[src/rtl/dbg_uart_pkg.sv]
package dbg_uart_pkg;

    localparam int BUS_W = 16;
    localparam int ST_W  = 7;

    // register word addresses
    localparam logic [2:0] ADR_CTRL = 3'd0;
    localparam logic [2:0] ADR_MODE = 3'd1;
    localparam logic [2:0] ADR_DIV  = 3'd2;
    localparam logic [2:0] ADR_RXH  = 3'd3;
    localparam logic [2:0] ADR_TXH  = 3'd4;
    localparam logic [2:0] ADR_IEN  = 3'd5;
    localparam logic [2:0] ADR_IDIS = 3'd6;
    localparam logic [2:0] ADR_STAT = 3'd7;

    // command bits
    localparam int CMD_RX_RST = 0;
    localparam int CMD_TX_RST = 1;
    localparam int CMD_RX_ON  = 2;
    localparam int CMD_RX_OFF = 3;
    localparam int CMD_TX_ON  = 4;
    localparam int CMD_TX_OFF = 5;
    localparam int CMD_CLR    = 6;

    // status bits
    localparam int ST_RXRDY = 0;
    localparam int ST_TXRDY = 1;
    localparam int ST_BRK   = 2;
    localparam int ST_OVR   = 3;
    localparam int ST_FRM   = 4;
    localparam int ST_PAR   = 5;
    localparam int ST_TXEMP = 6;

    // parity selection
    localparam logic [2:0] PAR_NONE  = 3'd0;
    localparam logic [2:0] PAR_EVEN  = 3'd1;
    localparam logic [2:0] PAR_ODD   = 3'd2;
    localparam logic [2:0] PAR_SPACE = 3'd3;
    localparam logic [2:0] PAR_MARK  = 3'd4;
    localparam logic [2:0] PAR_DROP  = 3'd5;

    // pin routing
    localparam logic [1:0] CH_NORMAL = 2'd0;
    localparam logic [1:0] CH_ECHO   = 2'd1;
    localparam logic [1:0] CH_LOCAL  = 2'd2;
    localparam logic [1:0] CH_REMOTE = 2'd3;

    typedef enum logic [2:0] {
        LS_IDLE,
        LS_START,
        LS_DATA,
        LS_PAR,
        LS_STOP,
        LS_BRK
    } lstate_e;

    function automatic logic par_slot_used(input logic [2:0] m);
        return (m >= PAR_EVEN) && (m <= PAR_DROP);
    endfunction

    function automatic logic par_checked(input logic [2:0] m);
        return (m >= PAR_EVEN) && (m <= PAR_MARK);
    endfunction

endpackage

[src/rtl/dbg_uart_baud.sv]
module dbg_uart_baud #(
    parameter int DIV_W = 16
) (
    input  logic             clk,
    input  logic             rst_n,
    input  logic [DIV_W-1:0] div,
    output logic             tick
);
    typedef struct packed {
        logic [DIV_W-1:0] cnt;
        logic             tick;
    } st_t;

    st_t q, d;

    always_comb begin
        d = q;
        if (div == '0) begin
            d.cnt  = '0;
            d.tick = 1'b0;
        end else if (q.cnt >= div - 1'b1) begin
            d.cnt  = '0;
            d.tick = 1'b1;
        end else begin
            d.cnt  = q.cnt + 1'b1;
            d.tick = 1'b0;
        end
    end

    always_ff @(posedge clk or negedge rst_n) begin
        if (!rst_n) q <= '0;
        else        q <= d;
    end

    assign tick = q.tick;
endmodule

[src/rtl/dbg_uart_tx.sv]
module dbg_uart_tx
    import dbg_uart_pkg::*;
#(
    parameter int DW = 8
) (
    input  logic          clk,
    input  logic          rst_n,
    input  logic          en,
    input  logic          soft_rst,
    input  logic          tick,
    input  logic [2:0]    par_mode,
    input  logic          wr,
    input  logic [DW:0]   wdata,
    output logic          line,
    output logic          hold_full,
    output logic          busy
);
    localparam int BW = $clog2(DW);

    typedef struct packed {
        lstate_e       state;
        logic [3:0]    sub;
        logic [BW-1:0] bitn;
        logic [DW-1:0] shift;
        logic          pbit;
        logic [DW:0]   hold;
        logic          hold_v;
        logic          line;
    } st_t;

    st_t q, d;
    logic par_calc;

    always_comb begin
        case (par_mode)
            PAR_EVEN:  par_calc = ^q.hold[DW-1:0];
            PAR_ODD:   par_calc = ~^q.hold[DW-1:0];
            PAR_MARK:  par_calc = 1'b1;
            PAR_DROP:  par_calc = q.hold[DW];
            default:   par_calc = 1'b0;
        endcase
    end

    always_comb begin
        d = q;
        if (!en || soft_rst) begin
            d.state  = LS_IDLE;
            d.sub    = '0;
            d.hold_v = 1'b0;
            d.line   = 1'b1;
        end else begin
            if (tick) begin
                case (q.state)
                    LS_IDLE: begin
                        if (q.hold_v) begin
                            d.shift  = q.hold[DW-1:0];
                            d.pbit   = par_calc;
                            d.hold_v = 1'b0;
                            d.state  = LS_START;
                            d.sub    = '0;
                            d.line   = 1'b0;
                        end
                    end
                    LS_START: begin
                        if (q.sub == 4'd15) begin
                            d.state = LS_DATA;
                            d.sub   = '0;
                            d.bitn  = '0;
                            d.line  = q.shift[0];
                        end else begin
                            d.sub = q.sub + 1'b1;
                        end
                    end
                    LS_DATA: begin
                        if (q.sub == 4'd15) begin
                            d.sub = '0;
                            if (q.bitn == BW'(DW - 1)) begin
                                if (par_slot_used(par_mode)) begin
                                    d.state = LS_PAR;
                                    d.line  = q.pbit;
                                end else begin
                                    d.state = LS_STOP;
                                    d.line  = 1'b1;
                                end
                            end else begin
                                d.bitn  = q.bitn + 1'b1;
                                d.shift = q.shift >> 1;
                                d.line  = q.shift[1];
                            end
                        end else begin
                            d.sub = q.sub + 1'b1;
                        end
                    end
                    LS_PAR: begin
                        if (q.sub == 4'd15) begin
                            d.state = LS_STOP;
                            d.sub   = '0;
                            d.line  = 1'b1;
                        end else begin
                            d.sub = q.sub + 1'b1;
                        end
                    end
                    LS_STOP: begin
                        if (q.sub == 4'd15) begin
                            d.state = LS_IDLE;
                            d.sub   = '0;
                            d.line  = 1'b1;
                        end else begin
                            d.sub = q.sub + 1'b1;
                        end
                    end
                    default: begin
                        d.state = LS_IDLE;
                        d.line  = 1'b1;
                    end
                endcase
            end
            if (wr) begin
                d.hold   = wdata;
                d.hold_v = 1'b1;
            end
        end
    end

    always_ff @(posedge clk or negedge rst_n) begin
        if (!rst_n) begin
            q       <= '0;
            q.state <= LS_IDLE;
            q.line  <= 1'b1;
        end else begin
            q <= d;
        end
    end

    assign line      = q.line;
    assign hold_full = q.hold_v;
    assign busy      = (q.state != LS_IDLE);
endmodule

[src/rtl/dbg_uart_rx.sv]
module dbg_uart_rx
    import dbg_uart_pkg::*;
#(
    parameter int DW = 8
) (
    input  logic        clk,
    input  logic        rst_n,
    input  logic        en,
    input  logic        soft_rst,
    input  logic        tick,
    input  logic [2:0]  par_mode,
    input  logic        line_in,
    output logic        done,
    output logic [DW:0] data,
    output logic        frame_bad,
    output logic        par_bad,
    output logic        brk_in,
    output logic        brk_out
);
    localparam int BW = $clog2(DW);

    typedef struct packed {
        logic          s1;
        logic          s2;
        lstate_e       state;
        logic [3:0]    sub;
        logic [BW-1:0] bitn;
        logic [DW-1:0] shift;
        logic          zeros;
        logic          pbit;
        logic          done;
        logic [DW:0]   data;
        logic          fe;
        logic          pe;
        logic          bi;
        logic          bo;
    } st_t;

    st_t q, d;
    logic par_exp;

    always_comb begin
        case (par_mode)
            PAR_EVEN: par_exp = ^q.shift;
            PAR_ODD:  par_exp = ~^q.shift;
            PAR_MARK: par_exp = 1'b1;
            default:  par_exp = 1'b0;
        endcase
    end

    always_comb begin
        d = q;
        d.s1   = line_in;
        d.s2   = q.s1;
        d.done = 1'b0;
        d.fe   = 1'b0;
        d.pe   = 1'b0;
        d.bi   = 1'b0;
        d.bo   = 1'b0;
        if (!en || soft_rst) begin
            d.state = LS_IDLE;
            d.sub   = '0;
        end else if (tick) begin
            case (q.state)
                LS_IDLE: begin
                    if (!q.s2) begin
                        d.state = LS_START;
                        d.sub   = '0;
                    end
                end
                LS_START: begin
                    if (q.s2) begin
                        d.state = LS_IDLE;
                    end else if (q.sub == 4'd7) begin
                        d.state = LS_DATA;
                        d.sub   = '0;
                        d.bitn  = '0;
                        d.zeros = 1'b1;
                    end else begin
                        d.sub = q.sub + 1'b1;
                    end
                end
                LS_DATA: begin
                    if (q.sub == 4'd15) begin
                        d.sub   = '0;
                        d.shift = {q.s2, q.shift[DW-1:1]};
                        d.zeros = q.zeros & ~q.s2;
                        if (q.bitn == BW'(DW - 1)) begin
                            d.state = par_slot_used(par_mode) ? LS_PAR : LS_STOP;
                        end else begin
                            d.bitn = q.bitn + 1'b1;
                        end
                    end else begin
                        d.sub = q.sub + 1'b1;
                    end
                end
                LS_PAR: begin
                    if (q.sub == 4'd15) begin
                        d.sub   = '0;
                        d.pbit  = q.s2;
                        d.zeros = q.zeros & ~q.s2;
                        d.state = LS_STOP;
                    end else begin
                        d.sub = q.sub + 1'b1;
                    end
                end
                LS_STOP: begin
                    if (q.sub == 4'd15) begin
                        d.sub = '0;
                        if (q.zeros && !q.s2) begin
                            d.state = LS_BRK;
                            d.bi    = 1'b1;
                        end else begin
                            d.state = LS_IDLE;
                            d.done  = 1'b1;
                            d.data  = {(par_mode == PAR_DROP) & q.pbit, q.shift};
                            d.fe    = ~q.s2;
                            d.pe    = par_checked(par_mode) && (q.pbit != par_exp);
                        end
                    end else begin
                        d.sub = q.sub + 1'b1;
                    end
                end
                LS_BRK: begin
                    if (q.s2) begin
                        d.state = LS_IDLE;
                        d.bo    = 1'b1;
                    end
                end
                default: d.state = LS_IDLE;
            endcase
        end
    end

    always_ff @(posedge clk or negedge rst_n) begin
        if (!rst_n) begin
            q       <= '0;
            q.s1    <= 1'b1;
            q.s2    <= 1'b1;
            q.state <= LS_IDLE;
        end else begin
            q <= d;
        end
    end

    assign done      = q.done;
    assign data      = q.data;
    assign frame_bad = q.fe;
    assign par_bad   = q.pe;
    assign brk_in    = q.bi;
    assign brk_out   = q.bo;
endmodule

[src/rtl/dbg_uart.sv]
module dbg_uart
    import dbg_uart_pkg::*;
#(
    parameter int DIV_W = 16,
    parameter int DW    = 8
) (
    input  logic             clk,
    input  logic             rst_n,
    input  logic             bus_wr,
    input  logic             bus_rd,
    input  logic [2:0]       bus_addr,
    input  logic [BUS_W-1:0] bus_wdata,
    output logic [BUS_W-1:0] bus_rdata,
    input  logic             rxd,
    output logic             txd,
    output logic             irq
);
    typedef struct packed {
        logic             rx_en;
        logic             tx_en;
        logic [2:0]       par;
        logic [1:0]       chan;
        logic [DIV_W-1:0] div;
        logic [DW:0]      rx_hold;
        logic             rx_rdy;
        logic             ovr;
        logic             fe;
        logic             pe;
        logic             brk;
        logic [ST_W-1:0]  mask;
    } st_t;

    st_t q, d;

    logic [6:0]      cmd;
    logic            rd_rxh;
    logic            clr_cmd;
    logic            tick;
    logic            tx_line, tx_full, tx_busy;
    logic            rx_src;
    logic            rx_done, rx_fe, rx_pe, rx_bi, rx_bo;
    logic [DW:0]     rx_data;
    logic [ST_W-1:0] status;
    logic [1:0]      chan_w;
    logic            tx_en_w;

    assign cmd     = (bus_wr && bus_addr == ADR_CTRL) ? bus_wdata[6:0] : 7'd0;
    assign rd_rxh  = bus_rd && (bus_addr == ADR_RXH);
    assign clr_cmd = cmd[CMD_CLR];
    assign chan_w  = q.chan;
    assign tx_en_w = q.tx_en;

    dbg_uart_baud #(.DIV_W(DIV_W)) u_baud (
        .clk   (clk),
        .rst_n (rst_n),
        .div   (q.div),
        .tick  (tick)
    );

    dbg_uart_tx #(.DW(DW)) u_tx (
        .clk       (clk),
        .rst_n     (rst_n),
        .en        (q.tx_en),
        .soft_rst  (cmd[CMD_TX_RST]),
        .tick      (tick),
        .par_mode  (q.par),
        .wr        (bus_wr && bus_addr == ADR_TXH),
        .wdata     (bus_wdata[DW:0]),
        .line      (tx_line),
        .hold_full (tx_full),
        .busy      (tx_busy)
    );

    dbg_uart_rx #(.DW(DW)) u_rx (
        .clk       (clk),
        .rst_n     (rst_n),
        .en        (q.rx_en),
        .soft_rst  (cmd[CMD_RX_RST]),
        .tick      (tick),
        .par_mode  (q.par),
        .line_in   (rx_src),
        .done      (rx_done),
        .data      (rx_data),
        .frame_bad (rx_fe),
        .par_bad   (rx_pe),
        .brk_in    (rx_bi),
        .brk_out   (rx_bo)
    );

    // pin routing
    always_comb begin
        case (q.chan)
            CH_ECHO:   begin rx_src = rxd;     txd = rxd;     end
            CH_LOCAL:  begin rx_src = tx_line; txd = 1'b1;    end
            CH_REMOTE: begin rx_src = 1'b1;    txd = rxd;     end
            default:   begin rx_src = rxd;     txd = tx_line; end
        endcase
    end

    always_comb begin
        status           = '0;
        status[ST_RXRDY] = q.rx_rdy;
        status[ST_TXRDY] = q.tx_en & ~tx_full;
        status[ST_BRK]   = q.brk;
        status[ST_OVR]   = q.ovr;
        status[ST_FRM]   = q.fe;
        status[ST_PAR]   = q.pe;
        status[ST_TXEMP] = q.tx_en & ~tx_full & ~tx_busy;
    end

    assign irq = |(status & q.mask);

    always_comb begin
        case (bus_addr)
            ADR_MODE: bus_rdata = BUS_W'({q.chan, 1'b0, q.par});
            ADR_DIV:  bus_rdata = BUS_W'(q.div);
            ADR_RXH:  bus_rdata = BUS_W'(q.rx_hold);
            ADR_IEN:  bus_rdata = BUS_W'(q.mask);
            ADR_STAT: bus_rdata = BUS_W'(status);
            default:  bus_rdata = '0;
        endcase
    end

    always_comb begin
        d = q;
        if (cmd[CMD_RX_OFF])     d.rx_en = 1'b0;
        else if (cmd[CMD_RX_ON]) d.rx_en = 1'b1;
        if (cmd[CMD_TX_OFF])     d.tx_en = 1'b0;
        else if (cmd[CMD_TX_ON]) d.tx_en = 1'b1;
        if (bus_wr && bus_addr == ADR_MODE) begin
            d.par  = bus_wdata[2:0];
            d.chan = bus_wdata[5:4];
        end
        if (bus_wr && bus_addr == ADR_DIV)  d.div  = bus_wdata[DIV_W-1:0];
        if (bus_wr && bus_addr == ADR_IEN)  d.mask = q.mask | bus_wdata[ST_W-1:0];
        if (bus_wr && bus_addr == ADR_IDIS) d.mask = q.mask & ~bus_wdata[ST_W-1:0];
        if (clr_cmd) begin
            d.ovr = 1'b0;
            d.fe  = 1'b0;
            d.pe  = 1'b0;
            d.brk = 1'b0;
        end
        if (rd_rxh) d.rx_rdy = 1'b0;
        if (rx_done) begin
            if (q.rx_rdy && !rd_rxh) d.ovr = 1'b1;
            d.rx_hold = rx_data;
            d.rx_rdy  = 1'b1;
            if (rx_fe) d.fe = 1'b1;
            if (rx_pe) d.pe = 1'b1;
        end
        if (rx_bi || rx_bo) d.brk = 1'b1;
        if (cmd[CMD_RX_RST]) d.rx_rdy = 1'b0;
    end

    always_ff @(posedge clk or negedge rst_n) begin
        if (!rst_n) q <= '0;
        else        q <= d;
    end
endmodule

[config.mk]
export PLATFORM = sky130hd
export DESIGN_NAME = dbg_uart
export DESIGN_NICKNAME = d
export VERILOG_FILES = /design/src/rtl/dbg_uart_pkg.sv /design/src/rtl/dbg_uart_baud.sv /design/src/rtl/dbg_uart_tx.sv /design/src/rtl/dbg_uart_rx.sv /design/src/rtl/dbg_uart.sv
export SDC_FILE = /design/constraint.sdc
export NUM_CORES = 1
export LEC_CHECK = 0
export CAP_MARGIN = 40
export CORE_MARGIN = 1.5
export CORE_UTILIZATION = 45
export DETAILED_ROUTE_END_ITERATION = 8
export GPL_ROUTABILITY_DRIVEN = 0
export GPL_TIMING_DRIVEN = 0
export SLEW_MARGIN = 10
export SYNTH_ARGS = -nofsm -noshare
export SYNTH_HDL_FRONTEND = slang
export SYNTH_SLANG_ARGS = --single-unit
[constraint.sdc]
create_clock -name clk -period 7.3 [get_ports clk]
set_input_delay 1.095 -clock clk [delete_from_list [all_inputs] [get_ports clk]]
set_output_delay 1.095 -clock clk [all_outputs]
set_load 0.005 [all_outputs]
[Word level (Yosys, flattened, before mapping)]
Index checks and enable logic that the tools add are counted.
Word-level totals
  input bits: 24
  bits in registers: 127
  logic and storage cells: 260
Cells by class
  $lt $le $gt $ge: 4
  multiplexer cells: 84
  add/sub/neg operators: 6
  reduce and logical (&&, ||, !) cells: 63
  bitwise operators: 14
  eq/ne operators: 53
Operators by type and width (number)
  case mux 16 bit (5 select lines): 1
  2-to-1 mux 7 bit: 8
  2-to-1 mux 3 bit: 16
  inequality test 3 x 1 -> 1 bit, second input constant: 12
  2-to-1 mux 17 bit: 2
  2-to-1 mux 34 bit: 1
  equality test 3 bit, second input constant: 11
  2-to-1 mux 13 bit: 2
  2-to-1 mux 1 bit: 25
  2-to-1 mux 12 bit: 2
  2-to-1 mux 11 bit: 2
  equality test 3 x 2 -> 1 bit, second input constant: 7
  AND reduction 7 bit: 3
  2-to-1 mux 4 bit: 5
  2-to-1 mux 19 bit: 1
  case mux 3 bit (6 select lines): 1
  nonzero test 2 bit: 9
  nonzero test 3 bit: 6
  adder 16 x 1 -> 16 bit, second input constant: 1
  >= comparator 16 bit: 1
  logical NOT 16 bit: 1
  case mux 8 bit (2 select lines): 1
  AND reduction 4 bit: 4
  XNOR reduction 8 bit: 2
  other kinds (46): 100

[Longest topological paths before layout]
Gate-level depths: netlist (run 1).
  depth after elaboration: 9
  gate-level depth with buffers: 14
  mapped depth without buffers: 13

[By module]
Synthesis (run 1) repeated with hierarchy kept, for this count alone.
Unflattened totals
  cell total of the unflattened synthesis: 687
  area, all modules: 7206.9 µm²
By module, submodules not included
  dbg_uart: instances 1, area each 2208.4 µm², cells each 190
  dbg_uart_rx: instances 1, area each 1886.8 µm², cells each 176
  dbg_uart_tx: instances 1, area each 1692.9 µm², cells each 167
  dbg_uart_baud: instances 1, area each 1418.9 µm², cells each 154

[Worst setup path before layout (run 1)]
No wires, ideal clock.
  path type: input port to output port
  from: input port bus_addr[1]
  to: output port bus_rdata[0]
  setup slack: 4062 ps
  path buffers: 2
  data required time: 6205 ps
  data arrival time: 2143 ps
  stages on the path: 6
  path through: buf_1 clkbuf_1 nand2_1 o21ai_0 a22oi_1 o22ai_1
Between the ends
  word-level cells in the longest chain between the ends: 2
Ends and longest elaborated chain
  from (decl): RTL line dbg_uart.sv:11  | input logic [2:0] bus_addr,
  equality test 3 bit, or another cell as far along: RTL line dbg_uart.sv:114  | case (bus_addr)
  case mux 16 bit (5 select lines) *: RTL line dbg_uart.sv:114
  to (decl): RTL line dbg_uart.sv:13  | output logic [BUS_W-1:0] bus_rdata,
Every way passes the cells marked *; elsewhere a longest branch is shown, timed or not.

[Final worst setup path (run 1)]
  from: input port bus_addr[1]
  to: output port bus_rdata[1]
The elaborated chain is that of the path after synthesis.

==> results of run 1 <==
[power by group through the flow]
| stage | Sequential [mW] | Clock (mW) | Combinational, mW |
|---|---|---|---|
| final | 0.872 | 0.875 | 0.399 |
| after global routing | 0.883 | 0.930 | 0.452 |
| after CTS | 0.871 | 0.896 | 0.400 |
| after detailed placement | 0.882 | 0 | 0.397 |
| after global placement | 0.880 | 0 | 0.385 |
| after floorplan | 0.850 | 0 | 0.281 |
[stage by stage]
step | cell area [um^2] | cells | utilization, %
after CTS | 8070 | 932 | 55.1
after global routing | 8070 | 932 | 55.1
final | 8070 | 932 | 55.1
after floorplan | 6780 | 673 | -
after detailed placement | 7460 | 900 | 50.9
after global placement | 7420 | 898 | 50.7
[worst max-delay path: cells and delay by family]
kind | cells | cell delay [ns]
simple gates | 1 | 0.19
compound gates | 1 | 0.43
buf+inv | 4 | 2.05
[sequential cells by signal (all words and copies together) (netlist names), named ones only]
signal	count
u_tx.hold_full	1
u_rx.par_bad	1
q	34
tx_en_w	1
u_rx.d	1
u_rx.brk_out	1
chan_w	2
u_baud.tick	1
u_rx.done	1
u_rx.q	21
u_tx.q	28
u_rx.brk_in	1
u_baud.q	16
u_rx.frame_bad	1
u_rx.data	9
u_tx.line	1
[synthesized netlist by cell type (2+ instances only)]
| library cell | count |
|---|---|
| dfrtp_1 | 124 |
| nand2_1 | 77 |
| nor2_1 | 63 |
| mux2_2 | 61 |
| o21ai_0 | 36 |
| a21oi_1 | 35 |
| xnor2_1 | 30 |
| nand3_1 | 27 |
| ha_1 | 24 |
| clkbuf_1 | 16 |
| nor3_1 | 16 |
| xor2_1 | 13 |
| nor2b_1 | 12 |
| a31oi_1 | 10 |
| and2_1 | 9 |
| inv_1 | 9 |
| a22o_1 | 8 |
| mux2i_1 | 7 |
| nand4_1 | 7 |
| a21o_1 | 6 |
| a22oi_1 | 6 |
| and3_1 | 6 |
| nand2b_1 | 5 |
| nand3b_1 | 5 |
| buf_2 | 4 |
| o22ai_1 | 4 |
| a211o_1 | 3 |
| buf_1 | 3 |
| dfstp_2 | 3 |
| nor3b_1 | 3 |
| nor4_1 | 3 |
| or3_1 | 3 |
| o21a_1 | 2 |
| o311a_1 | 2 |
| o31ai_1 | 2 |
| or4_1 | 2 |
[cells by family (layout without fill, tap and decap cells)]
family | after synthesis | count (layout) | share of synthesized area, %
fa+ha+maj | 24 | 24 | 4.43
mux | 69 | 69 | 11.5
simple gates | 251 | 251 | 18.0
buf+inv | 34 | 109 | 2.18
flops | 127 | 127 | 46.9
compound gates | 125 | 125 | 11.4
xor+xnor | 43 | 43 | 5.55
[layer usage]
metal	wire length, um	vias up
li1	-	2524
met1	7430	2565
met3	537	17
met4	221	0
met5	0	-
met2	7860	104
[cell type report]
type,count,share of cell area (%)
Clock buffer,18,5.32
Clock inverter,14,2.23
Timing Repair Buffer,43,5.51
Multi-Input combinational cell,512,42.8
Tap cell,184,2.85
Sequential cell,127,39.4
Inverter,9,0.419
Buffer,25,1.41
[path summary, 6_finish.rpt]
check                            start            to  slack, ns  cells after the start
hold reg to reg             u_rx.d[34]    u_rx.q[34]       0.35                      0
max in group asynchronous        rst_n         q[39]       5.91                      2
hold / removal              u_rx.d[34]    u_rx.q[34]       0.35                      0
min in group asynchronous        rst_n    u_tx.q[15]       0.63                      1
setup reg to reg                 q[25]   u_baud.q[7]       3.77                     14
setup / recovery           bus_addr[1]  bus_rdata[1]       2.43                      6
==> flow_metrics.py, run 1 <==
metrics = {
    "routing": {
        "drc": 1,
        "viasPerCell": 5.59,
        "drt-initial-drc-count": 397,
        "drt_pass1_iterations": 9,
        "drt-wirelength-per-cell_um": 17.2,
        "ant_nets": 0,
        "via_count": 5210,
        "drt_wl_total_um": 16100,
    },
    "final_layout": {
        "fillers": 1296,
        "areaGrowthSynthToFinish_pct": 18.9,
        "drive_gt1_share_pct": 15.2,
        "layout_common_cells": "dfrtp_1, nand2_1, nor2_1, mux2_2, clkdlybuf4s50_1",
        "nets": 783,
        "final_common_cell": "dfrtp_1",
        "seq_area_mm2": 0.00318,
        "n_antenna_cell": 0,
        "multiInputGateArea_mm2": 0.00345,
    },
    "sta": {
        "worst_slack_ns": 2.43,
        "fmax_ghz": 0.205,
        "hold_violations": 0,
        "period_share_pct": 66.7,
        "skew_ns": 0.00815,
        "worst_pin_slew_ns": 0.797,
        "final.setup.tns_ns": 0,
        "rsz0062_at_grt": "false",
        "slew-limit-headroom_pct": 46.5,
        "whs_ns": 0.353,
        "min_period_ns": 4.87,
        "finalSetupViolations": 0,
        "slew_violations": 0,
    },
    "critical_path": {
        "end_kind": "primary output",
        "cp.arrival_ns": 3.78,
        "max_stage_delay_ns": 0.59,
        "path_max_fanout": 10,
        "crit_top_cell": "clkdlybuf4s50_1",
        "startpoint_type": "input pin",
        "crit_chain": "clkdlybuf4s50_1, buf_1, clkbuf_1, nand2b_1, o31ai_1, clkdlybuf4s50_1",
        "cpMaxStageDelayCell": "clkdlybuf4s50_1",
        "required_ns": 6.20,
        "worstSetupPathType": "input pin to primary output",
    },
    "run": {
        "drv_cap": 0,
    },
    "clocking": {
        "cts_tree": "done",
        "clk_latency_ns": 0.42,
        "post_cts_resize_count": 0,
        "cts_buffers": 17,
        "clock_path_buffers": 2,
        "post_cts_buffers": 0,
        "htree_num_levels": 4,
        "clk_pin_slew_ns": 0.06,
        "clockRootBuffer": "clkbuf_16",
        "ctsHoldBuffers": 0,
        "numClockSinks": 127,
    },
    "grt": {
        "grt_pass1_vias": 5195,
        "antenna_found_initial": 0,
        "met2_usage_pct": 36.8,
        "grt_pass1_wl_um": 27000,
        "met1_usage_pct": 28.3,
        "grt_use_total_pct": 21.7,
        "overflow": 0,
        "grt_util_met3_pct": 4.29,
        "top_usage_layer": "met2",
        "grt_max_degree": 79,
    },
    "status": {
        "violations": "design-rule violations",
        "status": "finished with violations",
    },
    "floorplanning": {
        "die_x_um": 126,
        "dieArea_mm2": 0.0158,
        "core_mm2": 0.0146,
        "ios": 42,
        "rows": 44,
        "die-height_um": 126,
        "start_util_pct": 46.3,
    },
    "synth": {
        "synth_cell_type_count": 63,
        "synth_area_per_cell_um2": 10.1,
        "synth_flop_cell": "dfrtp_1",
        "synth_top_cell_area_share_pct": 45.7,
        "synth_top_cell_by_area": "dfrtp_1",
        "ys_ff_latch": 127,
        "synth-edff-count": 0,
        "yosysSeqAreaShare_pct": 46.9,
        "synth_nets": 721,
        "asyncSetResetFlopFracSynth_pct": 100,
        "synth.area.top_cells": "dfrtp_1, mux2_2, ha_1, nand2_1, xnor2_1",
        "postSynthCellCount": 673,
        "yosysWarnings": 0,
        "syn_area_mm2": 0.00678,
    },
    "hold_path": {
        "worstHoldPathType": "register to register",
    },
    "power": {
        "combPwrFrac_pct": 18.6,
        "pwr-share-clk_pct": 40.8,
        "switching_share_pct": 29.3,
        "peakVddDrop_uv": 176,
        "seqPwrFrac_pct": 40.6,
        "finalPower_mw": 2.15,
        "power.density_mw_per_mm2": 266,
        "p_int_mw": 1.52,
        "p_leak_nw": 3.53,
        "p_sw_uw": 630,
    },
    "placed_design": {
        "post-place-ws_ns": 2.47,
        "port_buffers": 41,
        "dp_hpwl_um": 11700,
    },
}
(Power assumes the default switching activity.)
==> run 2: changes to the inputs <==
==> constraint.sdc (replaced) <==
create_clock -name clk -period 5.1 [get_ports clk]
set_input_delay 0.765 -clock clk [delete_from_list [all_inputs] [get_ports clk]]
set_output_delay 0.765 -clock clk [all_outputs]
set_load 0.005 [all_outputs]
==> results of run 2 <==
The final DEF is identical to that of run 1. Status: finished with violations: design-rule violations.
Main changes from that run: setup slack after placement 2.47 ns -> 0.925 ns; setup slack after layout 2.43 ns -> 0.888 ns; hold slack 0.353 ns -> 0.296 ns; register-to-register setup slack 3.77 ns -> 1.57 ns; total power 2.15 mW -> 3.07 mW; worst IR drop on VDD 176 uV -> 252 uV
==> run 3: changes to the inputs <==
==> constraint.sdc (replaced) <==
create_clock -name clk -period 3.9 [get_ports clk]
set_input_delay 0.585 -clock clk [delete_from_list [all_inputs] [get_ports clk]]
set_output_delay 0.585 -clock clk [all_outputs]
set_load 0.005 [all_outputs]
==> run 3 against run 2 <==
  * The run still ends with design-rule violations left
  * Non-clock buffer count stayed put
  * Total power up 31%
  * Hold slack got worse by 0.18 ns
  * Sequential cell count unchanged
  * Utilization barely moved
  * Combinational power is 31% higher
  * Via count rose by 0.19%
  * Critical path depth unchanged
  * Final cell count did not move
==> flow_metrics.py, run 3 (synthesis results as in run 1) <==
metrics = {
    "critical_path": {
        "crit_chain": "clkdlybuf4s50_1, buf_1, clkbuf_2, nand2b_1, o31ai_1, clkdlybuf4s50_1",
        "end_kind": "primary output",
        "cpMaxStageDelayCell": "clkdlybuf4s50_1",
        "worstSetupPathType": "input pin to primary output",
        "path_max_fanout": 10,
        "path_buf_inv": 4,
        "r2r.worst_path.cells": 14,
        "crit_top_cell": "clkdlybuf4s50_1",
        "cp.arrival_ns": 3.10,
        "required_ns": 3.31,
        "startpoint_type": "input pin",
        "cp.depth": 6,
        "critical-path-top-delay-family": "buffers and inverters",
        "max_stage_delay_ns": 0.59,
    },
    "status": {
        "violations": "design-rule violations",
        "status": "finished with violations",
    },
    "grt": {
        "grt_use_total_pct": 21.7,
        "grt_max_degree": 79,
        "overflow": 0,
        "grt_pass1_wl_um": 27000,
        "grt_pass1_vias": 5195,
        "met1_usage_pct": 28.3,
        "antenna_found_initial": 0,
        "met2_usage_pct": 36.8,
        "top_usage_layer": "met2",
        "grt_util_met3_pct": 4.29,
    },
    "sta": {
        "min_period_ns": 3.68,
        "worst_slack_ns": 0.219,
        "worst_pin_slew_ns": 0.784,
        "fmax_ghz": 0.272,
        "rsz0062_at_grt": "false",
        "slew_violations": 0,
        "final.setup.tns_ns": 0,
        "slew-limit-headroom_pct": 47.4,
        "finalSetupViolations": 0,
        "skew_ns": 0.00791,
        "period_share_pct": 94.4,
        "hold_violations": 0,
    },
    "power": {
        "switching_share_pct": 29.4,
        "p_leak_nw": 3.53,
        "seqPwrFrac_pct": 40.6,
        "peakVddDrop_uv": 330,
        "p_sw_mw": 1.18,
        "combPwrFrac_pct": 18.6,
        "pwr-share-clk_pct": 40.8,
        "p_int_mw": 2.84,
        "power.density_mw_per_mm2": 498,
        "finalPower_mw": 4.02,
    },
    "floorplanning": {
        "dieArea_mm2": 0.0158,
        "core_mm2": 0.0146,
        "ios": 42,
        "die-height_um": 126,
        "rows": 44,
        "start_util_pct": 46.3,
        "die_x_um": 126,
    },
    "routing": {
        "drt-initial-drc-count": 410,
        "drt-wirelength-per-cell_um": 17.2,
        "drc": 1,
        "viasPerCell": 5.60,
        "via_count": 5220,
        "drt_wl_total_um": 16100,
        "drt_pass1_iterations": 9,
        "ant_nets": 0,
    },
    "final_layout": {
        "nets": 783,
        "areaGrowthSynthToFinish_pct": 18.9,
        "largest_reg_flops": 34,
        "n_antenna_cell": 0,
        "drive_gt1_share_pct": 15.4,
        "largest-register": "q",
        "top_regs": "q (34), u_tx.q (28), u_rx.q (21)",
        "final_common_cell": "dfrtp_1",
        "fillers": 1295,
        "layout_common_cells": "dfrtp_1, nand2_1, nor2_1, mux2_2, clkdlybuf4s50_1",
    },
    "clocking": {
        "clock_path_buffers": 2,
        "numClockSinks": 127,
        "clk_pin_slew_ns": 0.06,
        "htree_num_levels": 4,
        "clockRootBuffer": "clkbuf_16",
        "clk_latency_ns": 0.42,
        "cts_buffers": 17,
        "cts_tree": "done",
        "post_cts_buffers": 0,
    },
    "hold_path": {
        "worstHoldPathType": "input pin to async pin",
    },
    "run": {
        "drv_cap": 0,
    },
    "placed_design": {
        "port_buffers": 41,
        "post-place-ws_ns": 0.0851,
        "dp_hpwl_um": 11700,
    },
}
==> run 3: cell counts in the layout (fill, tap and decap cells not counted) <==
No cell type changed its count.
==> run 3: worst reg2reg max path, delay by kind of cell (launching register included) <==
| kind | cells | cell delay, ns |
|---|---|---|
| adders and majority gates | 1 | 0.27 |
| and+or+nand+nor | 8 | 1.87 |
| xor gates and xnor gates | 1 | 0.14 |
| buffers and inverters | 1 | 0.15 |
| AOI/OAI and AO/OA | 3 | 0.59 |
| DFF | 1 | 0.43 |
==> run 3: power by group through the flow <==
stage	logic (mW)	clock network [mW]	registers (mW)
floorplan	0.525	0	1.59
global placement	0.720	0	1.65
detailed placement	0.743	0	1.65
CTS	0.749	1.68	1.63
global route	0.846	1.74	1.65
finish	0.747	1.64	1.63
==> run 3: cell type report <==
cell class	count	area [um^2]	area share (%)
repair buffers	43	444	5.50
flip-flops and latches	127	3180	39.4
clock inverters	14	180	2.23
plain buffers	25	115	1.43
clock buffers	18	429	5.32
inverters	9	33.8	0.419
well taps	184	230	2.85
multi-input cells	512	3450	42.8
==> run 3: routing by layer <==
layer	routed length [um]	up-vias
met1	7440	2579
met4	190	0
li1	-	2522
met5	0	-
met2	7930	105
met3	512	14
==> run 3: metrics by stage <==
| step | hold slack (ns) | area [um^2] | util [%] | cells |
|---|---|---|---|---|
| floorplan | 0.289 | 6780 | - | 673 |
| finish | 0.116 | 8070 | 55.1 | 932 |
| global placement | 0.352 | 7420 | 50.7 | 898 |
| global route | 0.150 | 8070 | 55.1 | 932 |
| CTS | 0.118 | 8070 | 55.1 | 932 |
| detailed placement | 0.351 | 7460 | 50.9 | 900 |
==> run 3: final timing paths <==
kind / slack (ns) / startpoint / end
hold / removal: 0.12 / rst_n / u_tx.q[15]
min in group clk: 0.35 / u_rx.d[34] / u_rx.q[34]
setup / recovery: 0.22 / bus_addr[1] / bus_rdata[1]
max in group asynchronous: 3.01 / rst_n / q[39]
hold reg to reg: 0.35 / u_rx.d[34] / u_rx.q[34]
setup reg to reg: 0.37 / q[25] / u_baud.q[7]
==> run 3: what timing repair did <==
action / 4_1_cts / 5_1_grt
hold buffers: 0 / 0
resized for setup: 0 / 2
setup endpoints to repair: 0 / 2
